==> src/rtl/scm_pkg.sv <==
package scm_pkg;
  // Bridge legs driven by the modulator
  localparam int LEGS = 2;
  typedef enum logic {LEG_A = 1'b0, LEG_B = 1'b1} leg_e;
  // Position of a gate within a cell's pair
  typedef enum logic {SIDE_HI = 1'b0, SIDE_LO = 1'b1} side_e;
endpackage

==> src/rtl/scm_carrier_bank.sv <==
module scm_carrier_bank #(
  parameter int N_CELLS = 5,
  parameter int CNT_W   = 16,
  localparam int PH_W   = CNT_W + 1
) (
  input  logic                            clk,
  input  logic                            rst,
  input  logic                            en,
  input  logic [CNT_W-1:0]                period,
  output logic [PH_W-1:0]                 phase_q,
  output logic [N_CELLS-1:0][CNT_W-1:0]   carrier
);
  logic [PH_W-1:0] span;
  logic [PH_W-1:0] step;

  assign span = {period, 1'b0};
  assign step = span / PH_W'(N_CELLS);

  // Shared sweep over one full carrier period
  always_ff @(posedge clk) begin
    if (rst || !en) begin
      phase_q <= '0;
    end else if (phase_q >= span - PH_W'(1)) begin
      phase_q <= '0;
    end else begin
      phase_q <= phase_q + PH_W'(1);
    end
  end

  // One folded triangle per cell, each offset by a fixed share of the period
  for (genvar k = 0; k < N_CELLS; k++) begin : g_cell
    logic [PH_W-1:0] offset;
    logic [PH_W:0]   sum;
    logic [PH_W-1:0] ph;
    logic [PH_W-1:0] tri_v;

    assign offset = PH_W'(k) * step;
    assign sum    = {1'b0, phase_q} + {1'b0, offset};
    assign ph     = (sum >= {1'b0, span}) ? PH_W'(sum - {1'b0, span}) : sum[PH_W-1:0];
    assign tri_v  = (ph < {1'b0, period}) ? ph : (span - ph);
    assign carrier[k] = tri_v[CNT_W-1:0];
  end
endmodule

==> src/rtl/scm_ref_sampler.sv <==
module scm_ref_sampler #(
  parameter int REF_W = 16,
  parameter int CNT_W = 16
) (
  input  logic                    clk,
  input  logic                    rst,
  input  logic                    en,
  input  logic                    sample,
  input  logic signed [REF_W-1:0] ref_in,
  input  logic [CNT_W-1:0]        period,
  output logic [CNT_W-1:0]        map_a,
  output logic [CNT_W-1:0]        map_b
);
  localparam int PROD_W = REF_W + CNT_W;
  localparam logic [REF_W-1:0] MOST_NEG = {1'b1, {(REF_W-1){1'b0}}};
  localparam logic [REF_W-1:0] MOST_POS = {1'b0, {(REF_W-1){1'b1}}};

  logic [REF_W-1:0] ref_neg;
  logic [CNT_W-1:0] lvl_a;
  logic [CNT_W-1:0] lvl_b;

  // Offset-binary scaling of a signed sample onto 0..P-1
  function automatic logic [CNT_W-1:0] scale(input logic [REF_W-1:0] r,
                                             input logic [CNT_W-1:0] p);
    logic [REF_W-1:0]  u;
    logic [PROD_W-1:0] prod;
    u    = {~r[REF_W-1], r[REF_W-2:0]};
    prod = {{CNT_W{1'b0}}, u} * {{REF_W{1'b0}}, p};
    return prod[PROD_W-1:REF_W];
  endfunction

  assign ref_neg = (ref_in == MOST_NEG) ? MOST_POS : (~ref_in + REF_W'(1));
  assign lvl_a   = scale(ref_in, period);
  assign lvl_b   = scale(ref_neg, period);

  always_ff @(posedge clk) begin
    if (rst || !en) begin
      map_a <= '0;
      map_b <= '0;
    end else if (sample) begin
      map_a <= lvl_a;
      map_b <= lvl_b;
    end
  end
endmodule

==> src/rtl/scm_dead_gate.sv <==
module scm_dead_gate #(
  parameter int DT_W = 8
) (
  input  logic            clk,
  input  logic            rst,
  input  logic            en,
  input  logic            cmd,
  input  logic [DT_W-1:0] dead,
  output logic            gate
);
  logic [DT_W-1:0] wait_q;

  // Turn-off is immediate; turn-on waits until the command has held for dead+1 clocks
  always_ff @(posedge clk) begin
    if (rst || !en || !cmd) begin
      gate   <= 1'b0;
      wait_q <= '0;
    end else if (!gate) begin
      if (wait_q == dead) begin
        gate <= 1'b1;
      end else begin
        wait_q <= wait_q + DT_W'(1);
      end
    end
  end
endmodule

==> src/rtl/scm_gate_modulator.sv <==
module scm_gate_modulator #(
  parameter int N_CELLS = 5,
  parameter int CNT_W   = 16,
  parameter int REF_W   = 16,
  parameter int DT_W    = 8
) (
  input  logic                    clk,
  input  logic                    rst,
  input  logic                    en,
  input  logic signed [REF_W-1:0] ref_in,
  input  logic [CNT_W-1:0]        period,
  input  logic [DT_W-1:0]         dead,
  output logic [N_CELLS-1:0]      gate_hi_a,
  output logic [N_CELLS-1:0]      gate_lo_a,
  output logic [N_CELLS-1:0]      gate_hi_b,
  output logic [N_CELLS-1:0]      gate_lo_b
);
  import scm_pkg::*;

  localparam int PH_W = CNT_W + 1;

  logic [PH_W-1:0]                    phase_q;
  logic [N_CELLS-1:0][CNT_W-1:0]      carrier;
  logic [CNT_W-1:0]                   map_a;
  logic [CNT_W-1:0]                   map_b;
  logic [LEGS-1:0][CNT_W-1:0]         leg_map;
  logic [LEGS-1:0][1:0][N_CELLS-1:0]  gates;

  scm_carrier_bank #(.N_CELLS(N_CELLS), .CNT_W(CNT_W)) u_carriers (
    .clk     (clk),
    .rst     (rst),
    .en      (en),
    .period  (period),
    .phase_q (phase_q),
    .carrier (carrier)
  );

  scm_ref_sampler #(.REF_W(REF_W), .CNT_W(CNT_W)) u_sampler (
    .clk    (clk),
    .rst    (rst),
    .en     (en),
    .sample (phase_q == '0),
    .ref_in (ref_in),
    .period (period),
    .map_a  (map_a),
    .map_b  (map_b)
  );

  assign leg_map[LEG_A] = map_a;
  assign leg_map[LEG_B] = map_b;

  for (genvar l = 0; l < LEGS; l++) begin : g_leg
    for (genvar k = 0; k < N_CELLS; k++) begin : g_cell
      logic cmd_hi;
      assign cmd_hi = (leg_map[l] > carrier[k]);

      scm_dead_gate #(.DT_W(DT_W)) u_hi (
        .clk  (clk),
        .rst  (rst),
        .en   (en),
        .cmd  (cmd_hi),
        .dead (dead),
        .gate (gates[l][SIDE_HI][k])
      );

      scm_dead_gate #(.DT_W(DT_W)) u_lo (
        .clk  (clk),
        .rst  (rst),
        .en   (en),
        .cmd  (!cmd_hi),
        .dead (dead),
        .gate (gates[l][SIDE_LO][k])
      );
    end
  end

  assign gate_hi_a = gates[LEG_A][SIDE_HI];
  assign gate_lo_a = gates[LEG_A][SIDE_LO];
  assign gate_hi_b = gates[LEG_B][SIDE_HI];
  assign gate_lo_b = gates[LEG_B][SIDE_LO];
endmodule

==> config.mk <==
export PLATFORM = sky130hd
export DESIGN_NAME = scm_gate_modulator
export DESIGN_NICKNAME = d
export VERILOG_FILES = /design/src/rtl/scm_pkg.sv /design/src/rtl/scm_carrier_bank.sv /design/src/rtl/scm_ref_sampler.sv /design/src/rtl/scm_dead_gate.sv /design/src/rtl/scm_gate_modulator.sv
export SDC_FILE = /design/constraint.sdc
export NUM_CORES = 2
export LEC_CHECK = 0
export BUFFER_PORTS_ARGS = -buffer_cell sky130_fd_sc_hd__buf_2
export CAP_MARGIN = 20
export CORE_ASPECT_RATIO = 0.7
export CORE_MARGIN = 2
export CORE_UTILIZATION = 65
export CTS_CLUSTER_DIAMETER = 100
export DETAILED_ROUTE_END_ITERATION = 8
export GPL_ROUTABILITY_DRIVEN = 1
export PLACE_DENSITY = 0.9
export SYNTH_ARGS = -nofsm -noshare
export SYNTH_HDL_FRONTEND = slang
export SYNTH_HIERARCHICAL = 1
export SYNTH_SLANG_ARGS = --single-unit
==> constraint.sdc <==
create_clock -name clk -period 25.6 [get_ports clk]
set_input_delay 3.84 -clock clk [delete_from_list [all_inputs] [get_ports clk]]
set_output_delay 3.84 -clock clk [all_outputs]
set_load 0.005 [all_outputs]
==> impl_metrics.csv <==
group,metric,value,unit
timing,slew_viol_final,0,
power_and_ir_drop,pwr_density_cell,123,nW/um^2
power_and_ir_drop,p_leak,24.8,nW
worst_setup_path,critPathMaxStageDelay,0.70,ns
grt,grt_usage,38.3,%
power_and_ir_drop,ir_drop,189,uV
worst_hold_path,hold_path_depth,2,
clock_tree,clk_latency,0.58,ns
clock_tree,cts_tree,"built",
floorplan,die_w,329,microns
routing,ant_nets,0,
worst_setup_path,endpoint_kind,"flip-flop",
placement,dp_slack,3.49,ns
timing,finalWorstSetupSlack,3.40,ns
power_and_ir_drop,switchingPower,3.43,mW
routing,routedWlPerCell,21.2,microns
worst_setup_path,start_kind,"input pin",
synth,synth_top_cells_by_area,"ha_1 18%, fa_1 17%, dfxtp_1 9.5%, inv_1 6.3%, nand2_1 5.1%",
layout,fillers,5820,
timing,fin_crit,22.20,ns
worst_setup_path,reg2reg_depth,54,
floorplan,die_area,76200,sq um
synth,synthesis.nets,7193,
clock_tree,cts_max_level,1,
timing,rsz0062_at_grt,"false",
placement,port_buffers,62,
clock_tree,cts_sinks,229,
synth,ys_types,115,
routing,drc,0,
synth,yosys.cell_count.top_type,"inv_1",
timing,fin_crit_sh,86.7,%
worst_setup_path,cpMostUsedCell,"a21o_1",
worst_setup_path,worstPathMaxFanout,37,
clock_tree,numCtsBuffers,26,
placement,gp_congestion,1.04,
clock_tree,cts_post_setup_buffers_inserted,0,
layout,fin_nets,7144,
routing,first_pass_iters,6,
worst_setup_path,r2r-start,"u_carriers/phase_q[0]$_SDFF_PP0_",
synth,synth_enable_flop_cells,0,
grt,overflow,0,
worst_setup_path,path_class,"in -> reg",
timing,slew_headroom,22.1,%
placement,dp.cells,6948,
timing,finalSetupViolations,0,
worst_hold_path,hold_start,"u_sampler/map_b[0]$_SDFFE_PP0P_",
synth,synth.top_cell.area_share,18.2,%
timing,clock.fmax,0.0450,GHz
run,max-cap-violations,0,
synth,synth-seq-area-share,9.53,%
synth,synth_top_area_cell,"ha_1",
worst_setup_path,critPathSlowestCell,"nand3_1",
worst_setup_path,reg2reg_to,"g_leg[0].g_cell[1].u_lo/wait_q[6]$_SDFFE_PP0P_",
layout,fin_cells,6993,
synth,syn-cell-area,48100,sq um
timing,tightest_slew,1.17,ns
floorplan,coreArea,73300,sq um
routing,finalWirelength,148000,microns
worst_setup_path,cp.required,26.12,ns
grt,grt_pass1_vias,43900,
grt,grt_first_pass_wirelength,233000,microns
routing,drt_iter0_markers,5149,
power_and_ir_drop,finalPower,6.13,mW
grt,grt_max_degree,63,
synth,yosysWarningCount,6,
floorplan,die_h,232,microns
timing,skew,0.0220,ns
power_and_ir_drop,p_sw_share,56.0,%
clock_tree,postCtsHoldBufs,0,
synth,avgSynthCellArea,7.95,sq um
synth,synth_commonest_cells,"812 x inv_1, 701 x ha_1, 656 x nand2_1",
worst_setup_path,ff2ff_setup_slack,12.85,ns
timing,hold_viol_final,0,
outcome,status,"finished clean",
grt,antenna_found_initial,3,
floorplan,rows,83,
routing,vias,45100,
synth,synthFlopType,"dfxtp_1",
power_and_ir_drop,combinationalPowerShare,86.8,%
synth,synthArstFlopShare,0,%
floorplan,ios,63,
worst_hold_path,min_to,"u_sampler/map_b[0]$_SDFFE_PP0P_",
clock_tree,clockBufferDepth,3,
placement,hpwl,113000,microns
clock_tree,post_cts_resized,0,
power_and_ir_drop,clockPowerShare,6.1,%
worst_hold_path,hold_class,"reg -> reg",
power_and_ir_drop,internal_power,2.70,mW
layout,area_delta_synth_final,3.83,%
clock_tree,cts-root-buf,"clkbuf_16",
synth,synthCells,6049,
routing,viasPerCell,6.45,
clock_tree,clkTransAtPathRegs,0.06,ns
synth,ys_ff_latch,229,
power_and_ir_drop,p_seq_share,7.2,%
timing,setup_tns,0,ns
floorplan,start_util,65.6,%
worst_setup_path,critical_path_arrival,22.72,ns
layout,final_layout_size_suffix_gt1_share,6.35,%
[cell usage in the layout (no fill, tap or decap), drive strengths merged, types with 11 or more instances in the layout]
cell type  Yosys  layout
clkbuf       136      36
nand4        104     104
mux2          25      25
clkinv         4      11
dfxtp        229     229
and2         206     206
a31o          85      85
o211ai        19      19
nor2         366     366
and3          42      42
nand3b        29      29
xnor2        207     207
fa           400     400
a211oi        39      39
buf           60     118
mux2i         72      72
a31oi         18      18
nand2        657     657
ha           701     701
nor3          44      44
or3           15      15
a21oi        420     420
nor2b         78      78
and3b         21      21
o31a          17      17
a21o         167     167
a21boi        50      50
a221o         14      14
o21ai        266     266
xor2         223     223
o221ai        11      11
o31ai         19      19
o21bai        24      24
nand3        162     162
inv          817     818
nor4          64      64
o21a          28      28
nand2b        57      57
[stage by stage]
| step | util [%] | cell area [sq um] | hold slack (ns) |
|---|---|---|---|
| 2_1_floorplan | - | 48100 | 0.453 |
| 3_3_place_gp | 67.0 | 49100 | 0.469 |
| 3_5_place_dp | 67.0 | 49100 | 0.479 |
| 4_1_cts | 68.1 | 49900 | 0.496 |
| 5_1_grt | 68.1 | 50000 | 0.520 |
| 6_report | 68.1 | 50000 | 0.502 |
[how the worst max path moves through the flow]
stage,from,to,slack (ns),cells past startpoint
after CTS,period[14],g_leg[0].g_cell[1].u_lo/wait_q[6]$_SDFFE_PP0P_,4.01,79
after detailed placement,period[14],g_leg[0].g_cell[1].u_lo/wait_q[6]$_SDFFE_PP0P_,3.49,79
final,period[14],g_leg[0].g_cell[1].u_lo/wait_q[6]$_SDFFE_PP0P_,3.40,79
after global placement,period[14],g_leg[1].g_cell[3].u_lo/wait_q[6]$_SDFFE_PP0P_,3.97,78
after global routing,period[14],g_leg[0].g_cell[1].u_lo/wait_q[2]$_SDFFE_PP0P_,2.15,79
after floorplan,period[13],g_leg[0].g_cell[1].u_hi/wait_q[6]$_SDFFE_PP0P_,7.03,82
[worst max-delay path, delay by kind of cell]
kind                       cells  cell delay [ns]
AOI/OAI and AO/OA             47            10.39
adders and majority gates      6             1.89
and+or+nand+nor               17             3.59
buffers and inverters          7             2.14
muxes                          2             0.79
[registers in the layout, indices dropped and copies added, names as in the netlist]
name	cells
g_leg.g_cell.u_hi/wait_q	80
g_leg.g_cell.u_lo/wait_q	80
u_carriers/phase_q	17
u_sampler/map_a	16
u_sampler/map_b	16
g_leg.g_cell.u_hi/gate	10
g_leg.g_cell.u_lo/gate	10
[logic make-up after synthesis]
family	count (synthesis)	synth area share, %
and+or+nand+nor	1896	19.5
adders and majority gates	1106	35.0
buffers and inverters	1017	8.44
xor gates and xnor gates	430	7.86
muxes	98	2.13
AOI/OAI and AO/OA	1273	17.6
DFF	229	9.53
[routing by layer]
metal / track usage, % / part of all wire, % / vias up / wire length (microns)
met4: 13.8 / 3.9 / 2 / 5830
met3: 9.96 / 13 / 461 / 19800
met1: 52.1 / 40 / 21500 / 59900
li1: - / - / 20400 / -
met5: 0 / 0.011 / - / 16
met2: 58.5 / 42 / 2642 / 62900
[power by group through the flow]
| stage | registers, mW | clock network [mW] | logic [mW] |
|---|---|---|---|
| finish | 0.439 | 0.373 | 5.32 |
| global route | 0.439 | 0.391 | 5.88 |
| CTS | 0.434 | 0.377 | 5.16 |
| detailed placement | 0.442 | 0 | 5.11 |
| global placement | 0.442 | 0 | 4.93 |
| floorplan | 0.415 | 0 | 3.85 |
[area by class of cell]
| class | count | area, sq um | area share, % |
|---|---|---|---|
| Multi-Input combinational cell | 4803 | 39500 | 79.0 |
| Sequential cell | 229 | 4580 | 9.18 |
| Antenna cell | 1 | 2.50 | 0.00501 |
| Clock inverter | 8 | 73.8 | 0.148 |
| Timing Repair Buffer | 119 | 738 | 1.48 |
| Inverter | 821 | 3080 | 6.17 |
| Tap cell | 977 | 1220 | 2.45 |
| Clock buffer | 35 | 764 | 1.53 |
(Power assumes the default switching activity.)
